[src/rtl/dual_cmp_timer.sv]
module dual_cmp_timer #(
  parameter int W  = 8,
  parameter int AW = 3
) (
  input  logic          clk,
  input  logic          rst_n,
  input  logic          bus_wr,
  input  logic [AW-1:0] bus_addr,
  input  logic [W-1:0]  bus_wdata,
  output logic [W-1:0]  bus_rdata,
  input  logic          tick,
  output logic          tmr_out,
  output logic          flag_a,
  output logic          flag_b,
  output logic          flag_ovf
);
  localparam logic [W-1:0]  TOP    = '1;
  localparam logic [AW-1:0] AD_CTL = AW'(0);
  localparam logic [AW-1:0] AD_STS = AW'(1);
  localparam logic [AW-1:0] AD_CMA = AW'(2);
  localparam logic [AW-1:0] AD_CMB = AW'(3);
  localparam logic [AW-1:0] AD_CNT = AW'(4);

  localparam logic [1:0] ACT_KEEP = 2'b00;
  localparam logic [1:0] ACT_LOW  = 2'b01;
  localparam logic [1:0] ACT_HIGH = 2'b10;

  logic [W-1:0] cnt, cmp_a, cmp_b;
  logic [1:0]   clr_sel, act_a, act_b;

  wire wr_ctl = bus_wr && bus_addr == AD_CTL;
  wire wr_sts = bus_wr && bus_addr == AD_STS;
  wire wr_cma = bus_wr && bus_addr == AD_CMA;
  wire wr_cmb = bus_wr && bus_addr == AD_CMB;
  wire wr_cnt = bus_wr && bus_addr == AD_CNT;

  wire hit_a   = tick && cnt == cmp_a;
  wire hit_b   = tick && cnt == cmp_b;
  wire clr_now = (clr_sel == 2'b01 && hit_a) || (clr_sel == 2'b10 && hit_b);
  wire wrap    = tick && !wr_cnt && !clr_now && cnt == TOP;

  always_ff @(posedge clk) begin
    if (!rst_n) cnt <= '0;
    else if (wr_cnt) cnt <= bus_wdata;
    else if (tick) cnt <= clr_now ? '0 : cnt + 1'b1;
  end

  always_ff @(posedge clk) begin
    if (!rst_n) begin
      cmp_a <= '0; cmp_b <= '0; clr_sel <= '0; act_a <= '0; act_b <= '0;
    end else begin
      if (wr_cma) cmp_a <= bus_wdata;
      if (wr_cmb) cmp_b <= bus_wdata;
      if (wr_ctl) clr_sel <= bus_wdata[1:0];
      if (wr_sts) begin
        act_a <= bus_wdata[1:0];
        act_b <= bus_wdata[3:2];
      end
    end
  end

  always_ff @(posedge clk) begin
    if (!rst_n) begin
      flag_a <= 1'b0; flag_b <= 1'b0; flag_ovf <= 1'b0;
    end else begin
      if (hit_b) flag_b <= 1'b1;
      else if (wr_sts && !bus_wdata[7]) flag_b <= 1'b0;
      if (hit_a) flag_a <= 1'b1;
      else if (wr_sts && !bus_wdata[6]) flag_a <= 1'b0;
      if (wrap) flag_ovf <= 1'b1;
      else if (wr_sts && !bus_wdata[5]) flag_ovf <= 1'b0;
    end
  end

  function automatic logic apply(input logic [1:0] act, input logic cur);
    case (act)
      ACT_KEEP: apply = cur;
      ACT_LOW:  apply = 1'b0;
      ACT_HIGH: apply = 1'b1;
      default:  apply = !cur;
    endcase
  endfunction

  always_ff @(posedge clk) begin
    if (!rst_n) tmr_out <= 1'b0;
    else if (hit_b) tmr_out <= apply(act_b, tmr_out);
    else if (hit_a) tmr_out <= apply(act_a, tmr_out);
  end

  always_comb begin
    bus_rdata = '0;
    case (bus_addr)
      AD_CTL: bus_rdata[1:0] = clr_sel;
      AD_STS: bus_rdata[7:0] = {flag_b, flag_a, flag_ovf, 1'b0, act_b, act_a};
      AD_CMA: bus_rdata = cmp_a;
      AD_CMB: bus_rdata = cmp_b;
      AD_CNT: bus_rdata = cnt;
      default: bus_rdata = '0;
    endcase
  end

  AST_HOLD_NO_TICK: assert property (@(posedge clk) disable iff (!rst_n)
    !tick && !bus_wr |=> $stable(cnt));
  AST_LOAD_WINS: assert property (@(posedge clk) disable iff (!rst_n)
    bus_wr && bus_addr == AD_CNT |=> cnt == $past(bus_wdata));
  AST_OVF_ON_WRAP: assert property (@(posedge clk) disable iff (!rst_n)
    wrap |=> flag_ovf && cnt == '0);
  AST_FLAG_A_SET: assert property (@(posedge clk) disable iff (!rst_n)
    tick && cnt == cmp_a |=> flag_a);
  AST_FLAG_B_STICKY: assert property (@(posedge clk) disable iff (!rst_n)
    flag_b && !(bus_wr && bus_addr == AD_STS && !bus_wdata[7]) |=> flag_b);
  AST_OUT_IDLE: assert property (@(posedge clk) disable iff (!rst_n)
    !(tick && cnt == cmp_a) && !(tick && cnt == cmp_b) |=> $stable(tmr_out));
  AST_B_WINS_LOW: assert property (@(posedge clk) disable iff (!rst_n)
    tick && cnt == cmp_b && act_b == ACT_LOW |=> !tmr_out);
endmodule

[config.mk]
export PLATFORM = sky130hd
export DESIGN_NAME = dual_cmp_timer
export DESIGN_NICKNAME = d
export VERILOG_FILES = /design/src/rtl/dual_cmp_timer.sv
export SDC_FILE = /design/constraint.sdc
export NUM_CORES = 1
export LEC_CHECK = 0
export BUFFER_PORTS_ARGS = -buffer_cell sky130_fd_sc_hd__buf_2
export CORE_MARGIN = 4
export CORE_UTILIZATION = 25
export DETAILED_ROUTE_END_ITERATION = 8
export PLACE_DENSITY_LB_ADDON = 0.05
export SLEW_MARGIN = 20
export SYNTH_ARGS = -nofsm -noshare
export SYNTH_HDL_FRONTEND = slang
export SYNTH_SLANG_ARGS = --single-unit
[constraint.sdc]
create_clock -name clk -period 4.7 [get_ports clk]
set_input_delay 0.705 -clock clk [delete_from_list [all_inputs] [get_ports clk]]
set_output_delay 0.705 -clock clk [all_outputs]
set_load 0.01 [all_outputs]
After elaboration in Yosys (flattened, before gate mapping)
Cells that the tools add are included.
{"block": "totals", "regBits": 34, "latch_bits": 0, "ramBits": 0, "romBits": 0, "input_bits": 15, "out_inout_bits": 12, "mem_count": 0}
{"block": "op_classes", "add_sub_neg": 1, "n_mul": 0, "div_mod_pow": 0, "n_lt_le_gt_ge": 0, "n_eq_ne": 15, "n_shift": 0, "mux": 15, "bitwise": 0, "n_reduce_logical": 31}
{"op": "8-bit two-way mux", "n": 3}
{"op": "6-bit one-hot mux with 4 select lines", "n": 1}
{"op": "8-bit == test", "n": 2}
{"op": "1-bit logical AND", "n": 15}
{"op": "2-bit one-hot mux with 5 select lines", "n": 1}
{"op": "2-bit nonzero test", "n": 5}
{"op": "8-bit by 1-bit adder with 8-bit output (second input constant)", "n": 1}
{"op": "8-bit == test (second input constant)", "n": 1}
{"op": "1-bit two-way mux", "n": 8}
{"op": "2-bit by 1-bit == test with 1-bit output (second input constant)", "n": 3}
{"op": "2-bit == test (second input constant)", "n": 3}
{"op": "3-bit by 2-bit == test with 1-bit output (second input constant)", "n": 2}
{"op": "1-bit logical NOT", "n": 6}
{"op": "1-bit one-hot mux with 3 select lines", "n": 2}
{"op": "2-bit logical NOT", "n": 2}
{"op": "2-bit inequality test (second input constant)", "n": 2}
{"op": "3-bit by 1-bit == test with 1-bit output (second input constant)", "n": 1}
{"op": "3-bit == test (second input constant)", "n": 1}
{"op": "3-bit logical NOT", "n": 1}
{"op": "3-bit AND reduction", "n": 1}
{"op": "1-bit logical OR", "n": 1}

Logic depth before layout (Yosys ltp)
Gate-level depths: netlist of the first run.
{"block": "depth", "word_depth": 8, "mapped_depth": 7, "depth_no_buf": 7}

Worst setup path after synthesis of the first run
No wires, ideal clock.
{"block": "synth_path", "path_type": "input-to-output", "from": "input port bus_addr[1]", "to": "output port bus_rdata[2]", "arrival_time_ps": 1623, "required_ps": 3995, "setup_slack_ps": 2372, "stages": 4, "n_path_buf": 2, "cell_sequence": "clkbuf_1 -> buf_1 -> mux2i_1 -> o22ai_1"}
{"block": "synth_between", "elab_chain_cells": 2}
{"element": "from (decl)", "line": "8", "text": "input logic [AW-1:0] bus_addr,"}
{"element": "3-bit == test, or another cell as far along", "line": "92", "text": "case (bus_addr)"}
{"element": "6-bit one-hot mux with 4 select lines (*)", "line": "92"}
{"element": "to (decl)", "line": "10", "text": "output logic [W-1:0] bus_rdata,"}
Mark *: on every way between the ends. The rest lies on a longest branch, timed or not.

Final worst setup path of the first run
{"block": "layout_path", "from": "input port bus_addr[0]", "to": "output port bus_rdata[5]"}
The elaborated chain is that of the path after synthesis.

==> results_dict.tcl, run 1 <==
set metrics [dict create \
    outcome "finished, final reports clean" \
    grt_pass1_vias 1756 \
    hpwl_um 5110 \
    wl_per_cell_um 18.3 \
    antennaDiodeCount 0 \
    grt-ovfl-total 0 \
    yosys-top-cells-count "nand2_1, dfxtp_1, a21oi_1" \
    ios 27 \
    fin_crit_ns 2.65 \
    netlist_instances 260 \
    drtIter0Drc 101 \
    cts_root_buf "clkbuf_8" \
    stdcell_count 378 \
    die-width_um 99.8 \
    clk_path_buf_depth 2 \
    start_util 0.256 \
    finalSetupViolations 0 \
    path_clk_slew_ns 0.07 \
    ys_warn_count 0 \
    rsz0062_at_grt "false" \
    synth_top_area_cell "dfxtp_1" \
    synth_flop_cell "dfxtp_1" \
    max_freq_ghz 0.377 \
    antenna_found_initial 0 \
    crit_chain "buf_2, nor2b_1, a22oi_1, o22ai_1, buf_2" \
    yosysMostFrequentCell "nand2_1" \
    drtPass1Iterations 4 \
    ys_seq_area_frac 0.323 \
    drv_cap 0 \
    ctsResizeCount 0 \
    layout-drive-gt1-share 0.179 \
    cpMostUsedCell "buf_2" \
    power_density_nw_per_um2 272 \
    area_growth_pct 12.2 \
    cts_htree_levels 2 \
    ir_worst_vdd_mv 0.119 \
    vias 1805 \
    dp.cells 372 \
    routed_wl_um 6920 \
    avgViaCountPerCell 4.78 \
    cts_made_buffers 5 \
    tritoncts "done" \
    clk_latency_ns 0.28 \
    cp-start-kind "input pin" \
    critical_path.slowest_cell "buf_2" \
    track_usage 0.142 \
    dieArea_um2 9960 \
    power_leakage_nw 0.807 \
    hold_buffers 0 \
    dieHeight_um 99.8 \
    fillers 888 \
    slew_violations 0 \
    synth_area_um2 2110 \
    fin_nets 294 \
    postCtsSetupRepairBufs 0 \
    worst_slew_pin_slew_ns 0.755 \
    hold_viol_final 0 \
    holdCritPathClass "flip-flop to flip-flop" \
    cp.arrival_ns 1.95 \
    grt_max_degree 34 \
    routabilityCongestion 0.744 \
    yosysTopAreaCellShare 0.323 \
    grt_pass1_wl_um 10600 \
    fp.coreArea_um2 8220 \
    drc 0 \
    crit_required_ns 3.99 \
    synth_nets 280 \
    crit_fanout 21 \
    slowest_delay_ns 0.37 \
    end_kind "output pin" \
    synth_area_leaders "dfxtp_1, nand2_1, a21oi_1, xnor2_1, o22ai_2" \
    finClkSkew_ns 0.00831 \
    fin_crit_sh 0.564 \
    postRouteAntennaNets 0 \
    synth-seq-cells 34 \
    criticalPathCategory "input pin to output pin" \
    rows 33 \
    cts.sinks 34 \
    relSlewSlack 0.495 \
    ys_types 43 \
    syn_area_per_cell_um2 8.10 \
    tns_ns 0 \
    synthArstFlopShare 0 \
    synth-edff-count 0 \
    port-buffer-count 26 \
]
[worst paths after layout]
path / startpoint / to / slack, ns / cells past startpoint
worst max register to register: cnt[6] / cnt[7] / 2.55 / 5
worst min-delay path: act_a[0] / act_a[0] / 0.49 / 2
worst max-delay path: bus_addr[0] / bus_rdata[5] / 2.05 / 5
worst min register to register: act_a[0] / act_a[0] / 0.49 / 2
[report_power, final]
part	switching, mW	internal (mW)	leakage [nW]	total, mW
Sequential	0.0173	0.300	0.276	0.317
Clock	0.105	0.113	0.0431	0.218
Combinational	0.0641	0.0445	0.488	0.109
Total	0.186	0.458	0.807	0.644
[kinds of logic after synthesis]
group | Yosys count | synth area share
and+or+nand+nor | 97 | 0.242
AOI/OAI and AO/OA | 65 | 0.207
DFF | 34 | 0.323
buffers and inverters | 27 | 0.0576
xor gates and xnor gates | 22 | 0.0915
muxes | 10 | 0.0481
adders and majority gates | 5 | 0.0297
[registers in the layout, summed over array words and instances, names as in the netlist]
name      cells
act_a         2
act_b         2
clr_sel       2
cmp_a         8
cmp_b         8
cnt           8
flag_a        1
flag_b        1
flag_ovf      1
tmr_out       1
[final cells by class]
class                      count  area (um^2)  area share
multi-input combinational    199         1300       0.552
timing repair buffer          27          138      0.0583
clock buffer                   6         82.6      0.0350
tap                          105          131      0.0556
inverter                       7         26.3      0.0111
sequential                    34          681       0.288
[per-stage QoR]
step	setup WS, ns	power [mW]	instance area (um^2)	util	hold WS, ns
after detailed placement	2.03	0.435	2280	0.277	0.480
final	2.05	0.644	2360	0.287	0.489
after CTS	2.03	0.656	2360	0.287	0.493
after global routing	1.99	0.679	2360	0.287	0.518
after floorplan	2.37	0.395	2110	-	0.449
after global placement	2.08	0.435	2280	0.277	0.483
[placed cells by master, fill, tap and decap left out, types with 3 or more instances in the layout]
master,netlist,routed
dfxtp_1,34,34
o21ai_0,3,3
mux2i_1,9,9
ha_1,5,5
nand3_1,7,7
o22ai_1,7,7
xor2_1,5,5
inv_1,7,7
nand2b_1,3,3
nor2b_1,6,6
clkbuf_8,0,6
nand2_1,45,45
a21oi_1,30,30
xnor2_1,17,17
nor2_1,10,10
nand3b_1,4,4
and3_1,3,3
buf_2,10,26
o22ai_2,8,8
a22oi_1,8,8
nor3b_1,9,9
[per-layer routing]
metal | wire length (um) | vias up | share of wire | GRT usage
met2 | 3300 | 31 | 0.48 | 0.234
met3 | 248 | 4 | 0.036 | 0.0250
li1 | - | 928 | - | -
met1 | 3310 | 842 | 0.48 | 0.194
met4 | 51 | 0 | 0.0074 | 0.0315
met5 | 0 | - | 0 | 0
[worst max-delay path, delay by kind of cell]
family                 cells  cell delay (ns)
and+or+nand+nor            1             0.35
buffers and inverters      2             0.54
AOI/OAI and AO/OA          2             0.34
(Power assumes the default switching activity.)
==> inputs of run 2 (changes only) <==
==> constraint.sdc (replaced) <==
create_clock -name clk -period 2.3 [get_ports clk]
set_input_delay 0.345 -clock clk [delete_from_list [all_inputs] [get_ports clk]]
set_output_delay 0.345 -clock clk [all_outputs]
set_load 0.01 [all_outputs]
==> run 2 against run 1 <==
Clock power increased by 110%. Combinational power rose by 120%. Via count up 3.5%. Routed wire length is 0.77% higher. Sequential share of layout area down 0.89 points. Sequential cell count unchanged. Core utilization grew 0.91 points. Register-to-register slack got worse by 2.1 ns. Power up 110%. Critical path depth increased by 1. Hold slack lost 0.17 ns. Critical endpoint is now cnt[7].
==> results_dict.tcl, run 2 (synthesized netlist as in run 1, its figures left out) <==
set metrics [dict create \
    hold_buffers 0 \
    ios 27 \
    dpl-instance-area_um2 2350 \
    fin_crit_sh 0.791 \
    grt_pass1_wl_um 11200 \
    crit_required_ns 2.45 \
    postRouteAntennaNets 0 \
    fin_crit_ns 1.82 \
    power_density_nw_per_um2 550 \
    criticalPathCategory "flip-flop to flip-flop" \
    cts_root_buf "clkbuf_8" \
    grt_max_degree 26 \
    vias 1868 \
    tns_ns 0 \
    routed_wl_um 6970 \
    dp.cells 382 \
    cts.sinks 34 \
    dieArea_um2 9960 \
    layout-drive-gt1-share 0.208 \
    fp.coreArea_um2 8220 \
    fin_nets 304 \
    slew_violations 0 \
    ir_worst_vdd_mv 0.214 \
    mostFrequentLayoutCell "nand2_1" \
    rrSetupSlack_ns 0.48 \
    postCtsSetupRepairBufs 0 \
    antennaDiodeCount 0 \
    crit_fanout 9 \
    wl_per_cell_um 18.0 \
    finalSetupViolations 0 \
    drc 0 \
    cts_htree_levels 2 \
    hpwl_um 5250 \
    tritoncts "done" \
    die-width_um 99.8 \
    power_leakage_nw 0.858 \
    worst_slew_pin_slew_ns 0.517 \
    timing.final.ws_setup_ns 0.481 \
    cp-start-kind "flip-flop" \
    relSlewSlack 0.654 \
    top_regs "cmp_a (8), cmp_b (8), cnt (8)" \
    grt_pass1_vias 1890 \
    final_area_um2 2440 \
    top_usage_layer "met2" \
    rows 33 \
    drtIter0Drc 80 \
    holdCritPathClass "input pin to flip-flop" \
    path_clk_slew_ns 0.07 \
    cp.arrival_ns 1.97 \
    cts_made_buffers 5 \
    end_kind "flip-flop" \
    max_freq_ghz 0.550 \
    hold_viol_final 0 \
    track_usage 0.148 \
    clk_latency_ns 0.29 \
    dieHeight_um 99.8 \
    grt_use_met1 0.200 \
    grt-ovfl-total 0 \
    stdcell_count 388 \
    port-buffer-count 26 \
    start_util 0.256 \
    final_cell_mix "nand2_1, dfxtp_1, a21oi_1" \
    routabilityCongestion 0.756 \
    drtPass1Iterations 7 \
    ctsResizeCount 0 \
    clk_path_buf_depth 2 \
    antenna_found_initial 0 \
    drv_cap 0 \
    finClkSkew_ns 0.0155 \
    met3_usage 0.0320 \
    rsz0062_at_grt "false" \
    avgViaCountPerCell 4.81 \
    area_growth_pct 15.7 \
    met2_usage 0.239 \
    place_ws_ns 0.493 \
    outcome "finished, final reports clean" \
]
run 2: cell types whose count changed in the layout (fill, tap and decap cells not counted), sizes merged:
cell,delta
buf,+10
run 2: area by class of cell:
class	count	area, um^2
clock buffers	6	82.6
multi-input cells	199	1300
inverters	7	26.3
fillers	887	5780
well taps	105	131
flip-flops and latches	34	681
repair buffers	37	213
run 2: worst paths after layout:
check	start	to	cells after the start
setup / recovery	cnt[6]	cnt[7]	6
hold / removal	bus_wdata[4]	cmp_a[4]	3
setup reg to reg	cnt[6]	cnt[7]	6
hold reg to reg	act_a[0]	act_a[0]	2
run 2: layer usage:
| layer | vias up | routed length [um] |
|---|---|---|
| met5 | - | 0 |
| met1 | 879 | 3390 |
| li1 | 952 | - |
| met4 | 0 | 68 |
| met2 | 31 | 3290 |
| met3 | 6 | 226 |
run 2: report_power, final:
part | switching [mW] | internal [mW]
sequential | 0.0304 | 0.613
clock | 0.222 | 0.231
combinational | 0.140 | 0.104
run 2: metrics by stage:
stage	power [mW]	hold WS, ns	util
finish	1.34	0.323	0.297
global route	1.42	0.324	0.297
CTS	1.36	0.320	0.297
detailed placement	0.903	0.482	0.287
global placement	0.908	0.478	0.287
floorplan	0.807	0.449	-
run 2: critical path, stage by stage, from the launching register on:
cell and delay [ns]:
dfxtp_1 0.53, xnor2_1 0.16, and4_4 0.26, nor4bb_1 0.28, a211o_1 0.14, buf_4 0.21
o22ai_2 0.11
==> inputs of run 3 (changes only) <==
==> constraint.sdc (replaced) <==
create_clock -name clk -period 1.85 [get_ports clk]
set_input_delay 0.2775 -clock clk [delete_from_list [all_inputs] [get_ports clk]]
set_output_delay 0.2775 -clock clk [all_outputs]
set_load 0.01 [all_outputs]
==> run 3 against run 2 <==
Fmax rose by 6.7%. Highest routed layer unchanged. Design area grew 3.3%. Worst setup slack got worse by 0.34 ns.
==> results_dict.tcl, run 3 (synthesized netlist as in run 1, its figures left out) <==
set metrics [dict create \
    cp.arrival_ns 1.88 \
    fp.coreArea_um2 8220 \
    outcome "finished, final reports clean" \
    cts.sinks 34 \
    power_leakage_nw 0.908 \
    slowest_delay_ns 0.47 \
    postRouteAntennaNets 0 \
    worst_slew_pin_slew_ns 0.505 \
    swShare 0.298 \
    crit_fanout 9 \
    dieArea_um2 9960 \
    critical_path.slowest_cell "dfxtp_1" \
    seqPwrFrac 0.466 \
    routabilityCongestion 0.756 \
    ctsResizeCount 0 \
    whs_ns 0.258 \
    hpwl_um 5440 \
    holdCritPathClass "input pin to flip-flop" \
    dp.cells 390 \
    relSlewSlack 0.662 \
    hold_viol_final 0 \
    criticalPathCategory "flip-flop to flip-flop" \
    layout-drive-gt1-share 0.232 \
    dieHeight_um 99.8 \
    regArea_um2 681 \
    path_clk_slew_ns 0.08 \
    mostFrequentLayoutCell "nand2_1" \
    cts_htree_levels 2 \
    ios 27 \
    grt_max_degree 21 \
    finClkSkew_ns 0.00890 \
    top_regs "cmp_a (8), cmp_b (8), cnt (8)" \
    slew_violations 0 \
    ir_worst_vdd_mv 0.227 \
    rows 33 \
    stdcell_count 398 \
    final_area_um2 2520 \
    clk_path_buf_depth 2 \
    end_kind "flip-flop" \
    drtPass1Iterations 4 \
    grt-ovfl-total 0 \
    clk_latency_ns 0.29 \
    hold_buffers 0 \
    tritoncts "done" \
    drtIter0Drc 80 \
    antennaDiodeCount 0 \
    drv_cap 0 \
    cts_root_buf "clkbuf_8" \
    die-width_um 99.8 \
    fin_crit_ns 1.71 \
    fin_crit_sh 0.922 \
    crit_required_ns 2.03 \
    avgViaCountPerCell 4.65 \
    drc 0 \
    track_usage 0.152 \
    finalSetupViolations 0 \
    cp-start-kind "flip-flop" \
    postCtsSetupRepairBufs 0 \
    wl_per_cell_um 17.7 \
    power.switching_mw 0.510 \
    area_growth_pct 19.6 \
    antenna_found_initial 0 \
    port-buffer-count 26 \
    grt_pass1_vias 1964 \
    power_density_nw_per_um2 679 \
    fillers 887 \
    start_util 0.256 \
    routed_wl_um 7040 \
    power_mw 1.71 \
    fin_nets 312 \
    vias 1852 \
    rsz0062_at_grt "false" \
    grt_pass1_wl_um 11400 \
    final_cell_mix "nand2_1, dfxtp_1, a21oi_1" \
    combPwrFrac 0.183 \
    crit_chain "xnor2_1, and4_4, nor4bb_1, a211o_1, buf_12, o22ai_2" \
    max_freq_ghz 0.586 \
    cts_made_buffers 5 \
    dpl-instance-area_um2 2430 \
    p_int_mw 1.20 \
    multi_input_area_um2 1300 \
    pwr-share-clk 0.350 \
    tns_ns 0 \
]
==> run 3: changes by cell type in the layout (fill, tap and decap cells not counted) <==
cell / before / now
buf_12: 0 / 1
buf_4: 11 / 18
clkbuf_1: 0 / 1
clkinv_2: 0 / 1
==> run 3: power groups by stage <==
stage | clock network, mW | registers, mW | logic, mW
after floorplan | 0 | 0.806 | 0.198
after global placement | 0 | 0.817 | 0.318
after detailed placement | 0 | 0.817 | 0.315
after CTS | 0.621 | 0.799 | 0.316
after global routing | 0.650 | 0.806 | 0.348
final | 0.599 | 0.798 | 0.314
==> run 3: per-layer routing <==
metal / vias up / GRT usage / wire [um]
li1: 968 / - / -
met3: 5 / 0.0320 / 232
met5: - / 0 / 0
met1: 857 / 0.206 / 3380
met4: 0 / 0.0315 / 58
met2: 22 / 0.248 / 3370
==> run 3: critical path, delay by kind of cell, from the launching register on <==
kind | cells | cell delay [ns]
flops | 1 | 0.47
xor+xnor | 1 | 0.15
simple gates | 2 | 0.54
buf+inv | 1 | 0.15
compound gates | 2 | 0.27
==> run 3: path summary, 6_finish.rpt <==
path                start        to  slack, ns  cells after the start
max reg2reg        cnt[1]    cnt[4]       0.14                      6
min          bus_wdata[4]  cmp_b[4]       0.26                      3
max                cnt[1]    cnt[4]       0.14                      6
min reg2reg      act_a[0]  act_a[0]       0.49                      2
==> run 3: per-stage QoR <==
step | setup WS (ns) | utilization
floorplan | 0.231 | -
global route | 0.0240 | 0.307
finish | 0.145 | 0.307
CTS | 0.138 | 0.307
detailed placement | 0.158 | 0.295
global placement | 0.121 | 0.295
==> run 3: area by class of cell <==
| class | instances | share of cell area |
|---|---|---|
| tap | 105 | 0.0522 |
| sequential | 34 | 0.270 |
| inverter | 7 | 0.0104 |
| timing repair buffer | 45 | 0.113 |
| clock buffer | 7 | 0.0343 |
| multi-input combinational | 199 | 0.518 |
| clock inverter | 1 | 0.00199 |
